`config.mk`:
```
export PLATFORM = sky130hd
export DESIGN_NAME = dds_cmd_regfile
export DESIGN_NICKNAME = d
export VERILOG_FILES = /design/src/rtl/dds_cmd_pkg.sv /design/src/rtl/dds_cmd_decode.sv /design/src/rtl/dds_reg_store.sv /design/src/rtl/dds_cmd_regfile.sv
export SDC_FILE = /design/constraint.sdc
export NUM_CORES = 1
export LEC_CHECK = 0
export BUFFER_PORTS_ARGS = -buffer_cell sky130_fd_sc_hd__buf_2
export CORE_MARGIN = 2
export CORE_UTILIZATION = 45
export CTS_CLUSTER_SIZE = 25
export DETAILED_ROUTE_END_ITERATION = 12
export PLACE_DENSITY = 0.81
export SLEW_MARGIN = 0
export SYNTH_ARGS = -nofsm -noshare
export SYNTH_HDL_FRONTEND = slang
export SYNTH_HIERARCHICAL = 1
export SYNTH_SLANG_ARGS = --single-unit
```
`constraint.sdc`:
```
create_clock -name clk -period 2 [get_ports clk]
set_input_delay 0.2 -clock clk [delete_from_list [all_inputs] [get_ports clk]]
set_output_delay 0.2 -clock clk [all_outputs]
set_load 0.05 [all_outputs]
```
`src/rtl/dds_cmd_pkg.sv`:
```
package dds_cmd_pkg;
  localparam int WORD_W = 16;
  localparam int CMD_W  = 4;
  localparam int ADDR_W = 4;
  localparam int BYTE_W = 8;

  localparam logic [CMD_W-1:0] CMD_PHASE_COMMIT = 4'h0;
  localparam logic [CMD_W-1:0] CMD_PHASE_STAGE  = 4'h1;
  localparam logic [CMD_W-1:0] CMD_FREQ_COMMIT  = 4'h2;
  localparam logic [CMD_W-1:0] CMD_FREQ_STAGE   = 4'h3;
  localparam logic [CMD_W-1:0] CMD_SELECT       = 4'h6;

  // Strobes from the decoder to the register store
  typedef struct packed {
    logic              stageFreq;
    logic              stagePhase;
    logic              commitFreq;
    logic              commitPhase;
    logic              loadSelect;
    logic              loadSync;
    logic              loadPower;
    logic [ADDR_W-1:0] addr;
    logic [BYTE_W-1:0] dataByte;
    logic [2:0]        selBits;   // word bits 11:9
    logic [2:0]        ctlBits;   // word bits 13:11
  } dds_strobe_t;
endpackage

```
`src/rtl/dds_cmd_decode.sv`:
```
module dds_cmd_decode
  import dds_cmd_pkg::*;
(
  input  logic              wordValid,
  input  logic [WORD_W-1:0] wordData,
  output dds_strobe_t       strobe
);
  logic [CMD_W-1:0]  cmd;
  logic [ADDR_W-1:0] addr;
  logic              phaseBank;

  assign cmd       = wordData[WORD_W-1 -: CMD_W];
  assign addr      = wordData[BYTE_W +: ADDR_W];
  assign phaseBank = addr[ADDR_W-1];

  always_comb begin
    strobe          = '0;
    strobe.addr     = addr;
    strobe.dataByte = wordData[BYTE_W-1:0];
    strobe.selBits  = wordData[11:9];
    strobe.ctlBits  = wordData[13:11];
    if (wordValid) begin
      case (cmd)
        CMD_PHASE_COMMIT: strobe.commitPhase = phaseBank;
        CMD_PHASE_STAGE:  strobe.stagePhase  = phaseBank;
        CMD_FREQ_COMMIT:  strobe.commitFreq  = !phaseBank;
        CMD_FREQ_STAGE:   strobe.stageFreq   = !phaseBank;
        CMD_SELECT:       strobe.loadSelect  = 1'b1;
        default: begin
          strobe.loadSync  = (cmd[3:2] == 2'b10);
          strobe.loadPower = (cmd[3:2] == 2'b11);
        end
      endcase
    end
  end
endmodule

```
`src/rtl/dds_reg_store.sv`:
```
module dds_reg_store
  import dds_cmd_pkg::*;
#(
  parameter int FREQ_W  = 32,
  parameter int PHASE_W = 12,
  parameter int N_FREQ  = 2,
  parameter int N_PHASE = 4,
  localparam int FSEL_W = $clog2(N_FREQ),
  localparam int PSEL_W = $clog2(N_PHASE)
)(
  input  logic                      clk,
  input  logic                      rstN,
  input  dds_strobe_t               strobe,
  input  logic [FSEL_W-1:0]         pinFreqSel,
  input  logic [PSEL_W-1:0]         pinPhaseSel,
  output logic [N_FREQ*FREQ_W-1:0]  freqRegs,
  output logic [N_PHASE*PHASE_W-1:0] phaseRegs,
  output logic                      syncEn,
  output logic                      srcSelect,
  output logic                      sleepEn,
  output logic                      resetEn,
  output logic                      clrEn,
  output logic [FSEL_W-1:0]         activeFreqSel,
  output logic [PSEL_W-1:0]         activePhaseSel,
  output logic [FREQ_W-1:0]         activeFreq,
  output logic [PHASE_W-1:0]        activePhase
);
  localparam int HALF_W     = 2 * BYTE_W;
  localparam int N_HALF     = N_FREQ * FREQ_W / HALF_W;
  localparam int HIDX_W     = $clog2(N_HALF);
  localparam int PHASE_HI_W = PHASE_W - BYTE_W;

  logic [HALF_W-1:0]     halfReg  [N_HALF];
  logic [PHASE_W-1:0]    phaseReg [N_PHASE];
  logic [BYTE_W-1:0]     freqStage;
  logic [PHASE_HI_W-1:0] phaseStage;
  logic [FSEL_W-1:0]     freqSelCtl;
  logic [PSEL_W-1:0]     phaseSelCtl;

  always_ff @(posedge clk or negedge rstN) begin
    if (!rstN) begin
      for (int h = 0; h < N_HALF; h++) halfReg[h] <= '0;
      for (int k = 0; k < N_PHASE; k++) phaseReg[k] <= '0;
      freqStage   <= '0;
      phaseStage  <= '0;
      freqSelCtl  <= '0;
      phaseSelCtl <= '0;
      syncEn      <= 1'b0;
      srcSelect   <= 1'b0;
      sleepEn     <= 1'b1;
      resetEn     <= 1'b1;
      clrEn       <= 1'b1;
    end else begin
      if (strobe.stageFreq)  freqStage  <= strobe.dataByte;
      if (strobe.stagePhase) phaseStage <= strobe.dataByte[PHASE_HI_W-1:0];
      for (int h = 0; h < N_HALF; h++)
        if (strobe.commitFreq && strobe.addr[1 +: HIDX_W] == HIDX_W'(h))
          halfReg[h] <= {freqStage, strobe.dataByte};
      for (int k = 0; k < N_PHASE; k++)
        if (strobe.commitPhase && strobe.addr[1 +: PSEL_W] == PSEL_W'(k))
          phaseReg[k] <= {phaseStage, strobe.dataByte};
      if (strobe.loadSelect) begin
        freqSelCtl  <= FSEL_W'(strobe.selBits[2]);
        phaseSelCtl <= PSEL_W'(strobe.selBits[1:0]);
      end
      if (strobe.loadSync) begin
        syncEn    <= strobe.ctlBits[2];
        srcSelect <= strobe.ctlBits[1];
      end
      if (strobe.loadPower) begin
        sleepEn <= strobe.ctlBits[2];
        resetEn <= strobe.ctlBits[1];
        clrEn   <= strobe.ctlBits[0];
      end
    end
  end

  for (genvar h = 0; h < N_HALF; h++) begin : g_half
    assign freqRegs[h*HALF_W +: HALF_W] = halfReg[h];
  end
  for (genvar k = 0; k < N_PHASE; k++) begin : g_phase
    assign phaseRegs[k*PHASE_W +: PHASE_W] = phaseReg[k];
  end

  assign activeFreqSel  = srcSelect ? freqSelCtl  : pinFreqSel;
  assign activePhaseSel = srcSelect ? phaseSelCtl : pinPhaseSel;
  assign activeFreq     = freqRegs[activeFreqSel*FREQ_W +: FREQ_W];
  assign activePhase    = phaseRegs[activePhaseSel*PHASE_W +: PHASE_W];
endmodule

```
`src/rtl/dds_cmd_regfile.sv`:
```
module dds_cmd_regfile
  import dds_cmd_pkg::*;
#(
  parameter int FREQ_W  = 32,
  parameter int PHASE_W = 12,
  parameter int N_FREQ  = 2,
  parameter int N_PHASE = 4,
  localparam int FSEL_W = $clog2(N_FREQ),
  localparam int PSEL_W = $clog2(N_PHASE)
)(
  input  logic                       clk,
  input  logic                       rstN,
  input  logic                       wordValid,
  input  logic [WORD_W-1:0]          wordData,
  input  logic [FSEL_W-1:0]          pinFreqSel,
  input  logic [PSEL_W-1:0]          pinPhaseSel,
  output logic [N_FREQ*FREQ_W-1:0]   freqRegs,
  output logic [N_PHASE*PHASE_W-1:0] phaseRegs,
  output logic                       syncEn,
  output logic                       srcSelect,
  output logic                       sleepEn,
  output logic                       resetEn,
  output logic                       clrEn,
  output logic [FSEL_W-1:0]          activeFreqSel,
  output logic [PSEL_W-1:0]          activePhaseSel,
  output logic [FREQ_W-1:0]          activeFreq,
  output logic [PHASE_W-1:0]         activePhase
);
  dds_strobe_t strobe;

  dds_cmd_decode i_decode (
    .wordValid (wordValid),
    .wordData  (wordData),
    .strobe    (strobe)
  );

  dds_reg_store #(
    .FREQ_W  (FREQ_W),
    .PHASE_W (PHASE_W),
    .N_FREQ  (N_FREQ),
    .N_PHASE (N_PHASE)
  ) i_store (
    .clk            (clk),
    .rstN           (rstN),
    .strobe         (strobe),
    .pinFreqSel     (pinFreqSel),
    .pinPhaseSel    (pinPhaseSel),
    .freqRegs       (freqRegs),
    .phaseRegs      (phaseRegs),
    .syncEn         (syncEn),
    .srcSelect      (srcSelect),
    .sleepEn        (sleepEn),
    .resetEn        (resetEn),
    .clrEn          (clrEn),
    .activeFreqSel  (activeFreqSel),
    .activePhaseSel (activePhaseSel),
    .activeFreq     (activeFreq),
    .activePhase    (activePhase)
  );
endmodule

```
After elaboration in Yosys (flattened, before gate mapping)
Index checks and enable logic that the tools add are counted.

storage, ports and cells
  input port bits = 22
  logic and storage cells = 50
  output and inout port bits = 164
  register bits after elaboration = 132

cells by class
  $mul = 1
  eq/ne operators = 9
  muxes and demuxes = 9
  shifts and indexed selects = 2
  reductions and logical operators = 12

operators by type and width
  cell                                              number
  variable part select 64 x 7 -> 32 bit             1
  variable part select 48 x 7 -> 12 bit             1
  == test 2 bit, second input constant              4
  == test 4 x 2 -> 1 bit, second input constant     2
  logical AND 1 bit                                 8
  two-way mux 7 bit                                 1
  two-way mux 1 bit                                 6
  OR reduction 5 bit                                1
  == test 4 x 1 -> 1 bit, second input constant     1
  == test 4 x 3 -> 1 bit, second input constant     1
  logical NOT 4 bit                                 1
  multiplier 2 x 2 -> 4 bit, second input constant  1
  two-way mux 2 bit                                 2
  == test 2 x 1 -> 1 bit, second input constant     1
  logical NOT 2 bit                                 1
  logical NOT 1 bit                                 1

Longest topological paths before layout
  word-level depth = 5
  gate-level depth with buffers = 6
  gate-level depth less buffers = 4

Modules after synthesis
Netlist, hierarchy kept.

by module, submodules not included
  module          area each (um^2)  instances  cells each  seq. area each (um^2)
  dds_reg_store   5,759.3           1          368         3,306.9
  dds_cmd_decode  224.0             1          29          0.0

Worst setup path after synthesis
Ideal clock, no wire load.

  path kind = reg-to-output
  start = reg i_store.srcSelect
  end = out activePhase[10]
  cell stages (with the launch flop) = 4
  setup slack = -0.554 ns
  buffers on the path = 1
  data arrival time = 2.354 ns
  required time = 1.800 ns
  path through = dfrtp_1 -> mux2i_1 -> buf_4 -> mux2i_1

between the ends
  word-level cells in the longest chain between the ends = 3

ends and longest elaborated chain
  item                                   line                   text
  start: declaration                     dds_reg_store.sv:19    output logic srcSelect,
  start signal: assignment               dds_reg_store.sv:68    srcSelect <= strobe.ctlBits[1];
  two-way mux 2 bit                      dds_reg_store.sv:86    assign activePhaseSel = srcSelect ? phaseSelCtl : pinPhaseSel;
  multiplier 2 x 2 -> 4 bit              dds_reg_store.sv:88    assign activePhase = phaseRegs[activePhaseSel*PHASE_W +: PHASE_W];
  variable part select 48 x 7 -> 12 bit  dds_reg_store.sv:88
  end: declaration                       dds_cmd_regfile.sv:27  output logic [PHASE_W-1:0] activePhase

No other way between the ends.

Final worst setup path
  start = reg i_store.srcSelect
  end = out activePhase[7]

Same word-level chain as after synthesis.

==> flow_metrics.tcl <==
set metrics [dict create \
    status "finished, violations left" \
    violations "negative setup slack" \
    setup_tns_ns -6.67 \
    path_cells "buf_6, mux2i_4, buf_12, mux2i_2, mux2i_4, buf_4" \
    syn_nets 417 \
    critPathLaunchType "flop" \
    period_minus_slack_ns 2.21 \
    path_clk_slew_ns 0.06 \
    gp_congestion 0.751 \
    cp_slowest_stage_delay_ns 0.38 \
    dr_total_vias 4174 \
    vias_per_cell 5.32 \
    die_area_sq_mm 0.0142 \
    path_class "reg -> out" \
    arrival_ns 2.01 \
    grt_pass1_wl_um 25700 \
    wl_per_cell_um 21.1 \
    grt_pass1_vias 4540 \
    h-tree-depth 4 \
    die_h_um 119 \
    grt_usage 0.241 \
    antenna_found_initial 0 \
    multi_input_area_sq_mm 0.00284 \
    fp.dieW_um 119 \
    fin_ws_ns -0.208 \
    clk_latency_ns 0.41 \
    crit_path_top_delay_cell "dfrtp_2" \
    placedCellCount 737 \
    slew_headroom 0.605 \
    syn_area_sq_mm 0.00597 \
    drt_pre_antenna_iters 4 \
    cts.sinks 132 \
    hold_viol_final 0 \
    rsz0062_at_grt "true" \
    maxSlewViolCount 0 \
    diodes 0 \
    worst-slew-pin-transition_ns 0.593 \
    dpl.hpwl_um 10100 \
    cts_max_path_buffers 2 \
    leakage_nw 4.53 \
    vdd_drop_max_v 0.000607 \
    tritoncts "done" \
    worstPathMaxFanout 13 \
    numCtsBuffers 17 \
    drtIter0Drc 222 \
    cts_root_buf "clkbuf_16" \
    row_count 42 \
    yosys_warnings 6 \
    port_buffers 184 \
    seq_area_sq_mm 0.00331 \
    cp_top_family "multiplexers" \
    drive_above_1_share 0.748 \
    finalCritPeriodShare 1.10 \
    hold_class "in -> reg" \
    skew_ns 0.00331 \
    fillers 877 \
    grt_max_degree 64 \
    io_pins 186 \
    fmax_ghz 0.453 \
    core_area_sq_mm 0.0131 \
    area_growth_pct 45.3 \
    start_util 0.456 \
    syn_inst 395 \
    fin_nets 617 \
    grt_overflow 0 \
    crit_path_frequent_cell "mux2i_4" \
    routed_wl_um 16500 \
    ant_nets 0 \
    stdcell_count 784 \
    worstPathRequired_ns 1.80 \
    endpoint_kind "primary output" \
    p_per_area_mw_per_mm2 1010 \
    fin_util 0.663 \
    crit_buf_inv 3 \
    syn-mean-instance-area_sq_um 15.1 \
    setup_violations 44 \
    drv_cap 0 \
    drc 0 \
]
cell type report:
class,count,share of cell area
inverter,3,0.00130
clock buffer,24,0.0555
timing repair buffer,218,0.200
clock inverter,8,0.00880
sequential,132,0.381
tap,176,0.0254
multi-input combinational,223,0.327
through the flow:
stage / cell area [sq um] / setup WS (ns) / hold slack (ns) / total power, mW
final: 8670 / -0.208 / 0.102 / 8.76
after global routing: 8670 / -0.278 / 0.0999 / 9.07
after CTS: 8660 / -0.226 / 0.0790 / 8.81
after detailed placement: 7270 / -0.0615 / 0.213 / 5.28
after global placement: 7270 / 0.00503 / 0.203 / 5.22
after floorplan: 6110 / -0.0970 / -0.0956 / 4.74
report_power, final:
part | switching (mW) | total [mW] | leakage, nW | internal [mW]
sequential | 0.234 | 3.15 | 1.78 | 2.91
clock | 1.10 | 2.90 | 0.266 | 1.80
combinational | 1.64 | 2.71 | 2.49 | 1.07
total | 2.98 | 8.76 | 4.53 | 5.79
metal layers:
metal,vias to the layer above,global-route usage,routed length [um]
met1,2156,0.290,6520
met3,37,0.0603,900
met4,0,0.109,483
met2,163,0.409,8620
li1,1818,-,-
met5,-,0,0
registers in the layout, summed over array words and instances (netlist names):
register             cells
i_store/syncEn           1
i_store/srcSelect        1
i_store/phaseSelCtl      2
i_store/clrEn            1
i_store/phaseStage       4
i_store/sleepEn          1
i_store/freqStage        8
i_store/freqRegs        64
i_store/freqSelCtl       1
i_store/phaseRegs       48
i_store/resetEn          1
path summary, 6_finish.rpt:
kind,startpoint,endpoint,slack (ns),cells past startpoint
hold / removal,wordData[11],i_store/clrEn,0.10,2
max in group asynchronous,rstN,i_store/clrEn,0.92,3
hold reg to reg,i_store/syncEn,i_store/syncEn,0.52,1
setup reg to reg,i_store/srcSelect,i_store/srcSelect,0.96,3
setup / recovery,i_store/srcSelect,activePhase[7],-0.21,6
min in group asynchronous,rstN,i_store/freqRegs[37],0.33,2
cell usage in the layout, fill, tap and decap left out, types with 4 or more instances in the layout:
cell and count:
mux2i_1 5, mux2_4 32, buf_2 137, buf_16 6, buf_12 9, mux2_2 132
buf_8 7, mux2i_4 22, dfrtp_1 128, mux2i_2 12, clkbuf_1 4, buf_4 17
buf_6 41, clkbuf_16 17
repair_timing:
item	4_1_cts	5_1_grt
buffers inserted	8	0
setup endpoints to repair	45	46
hold buffers	1	0
endpoints found under the hold margin	59	0
resized for setup	163	8
gates cloned	7	0
(Power assumes the default switching activity.)
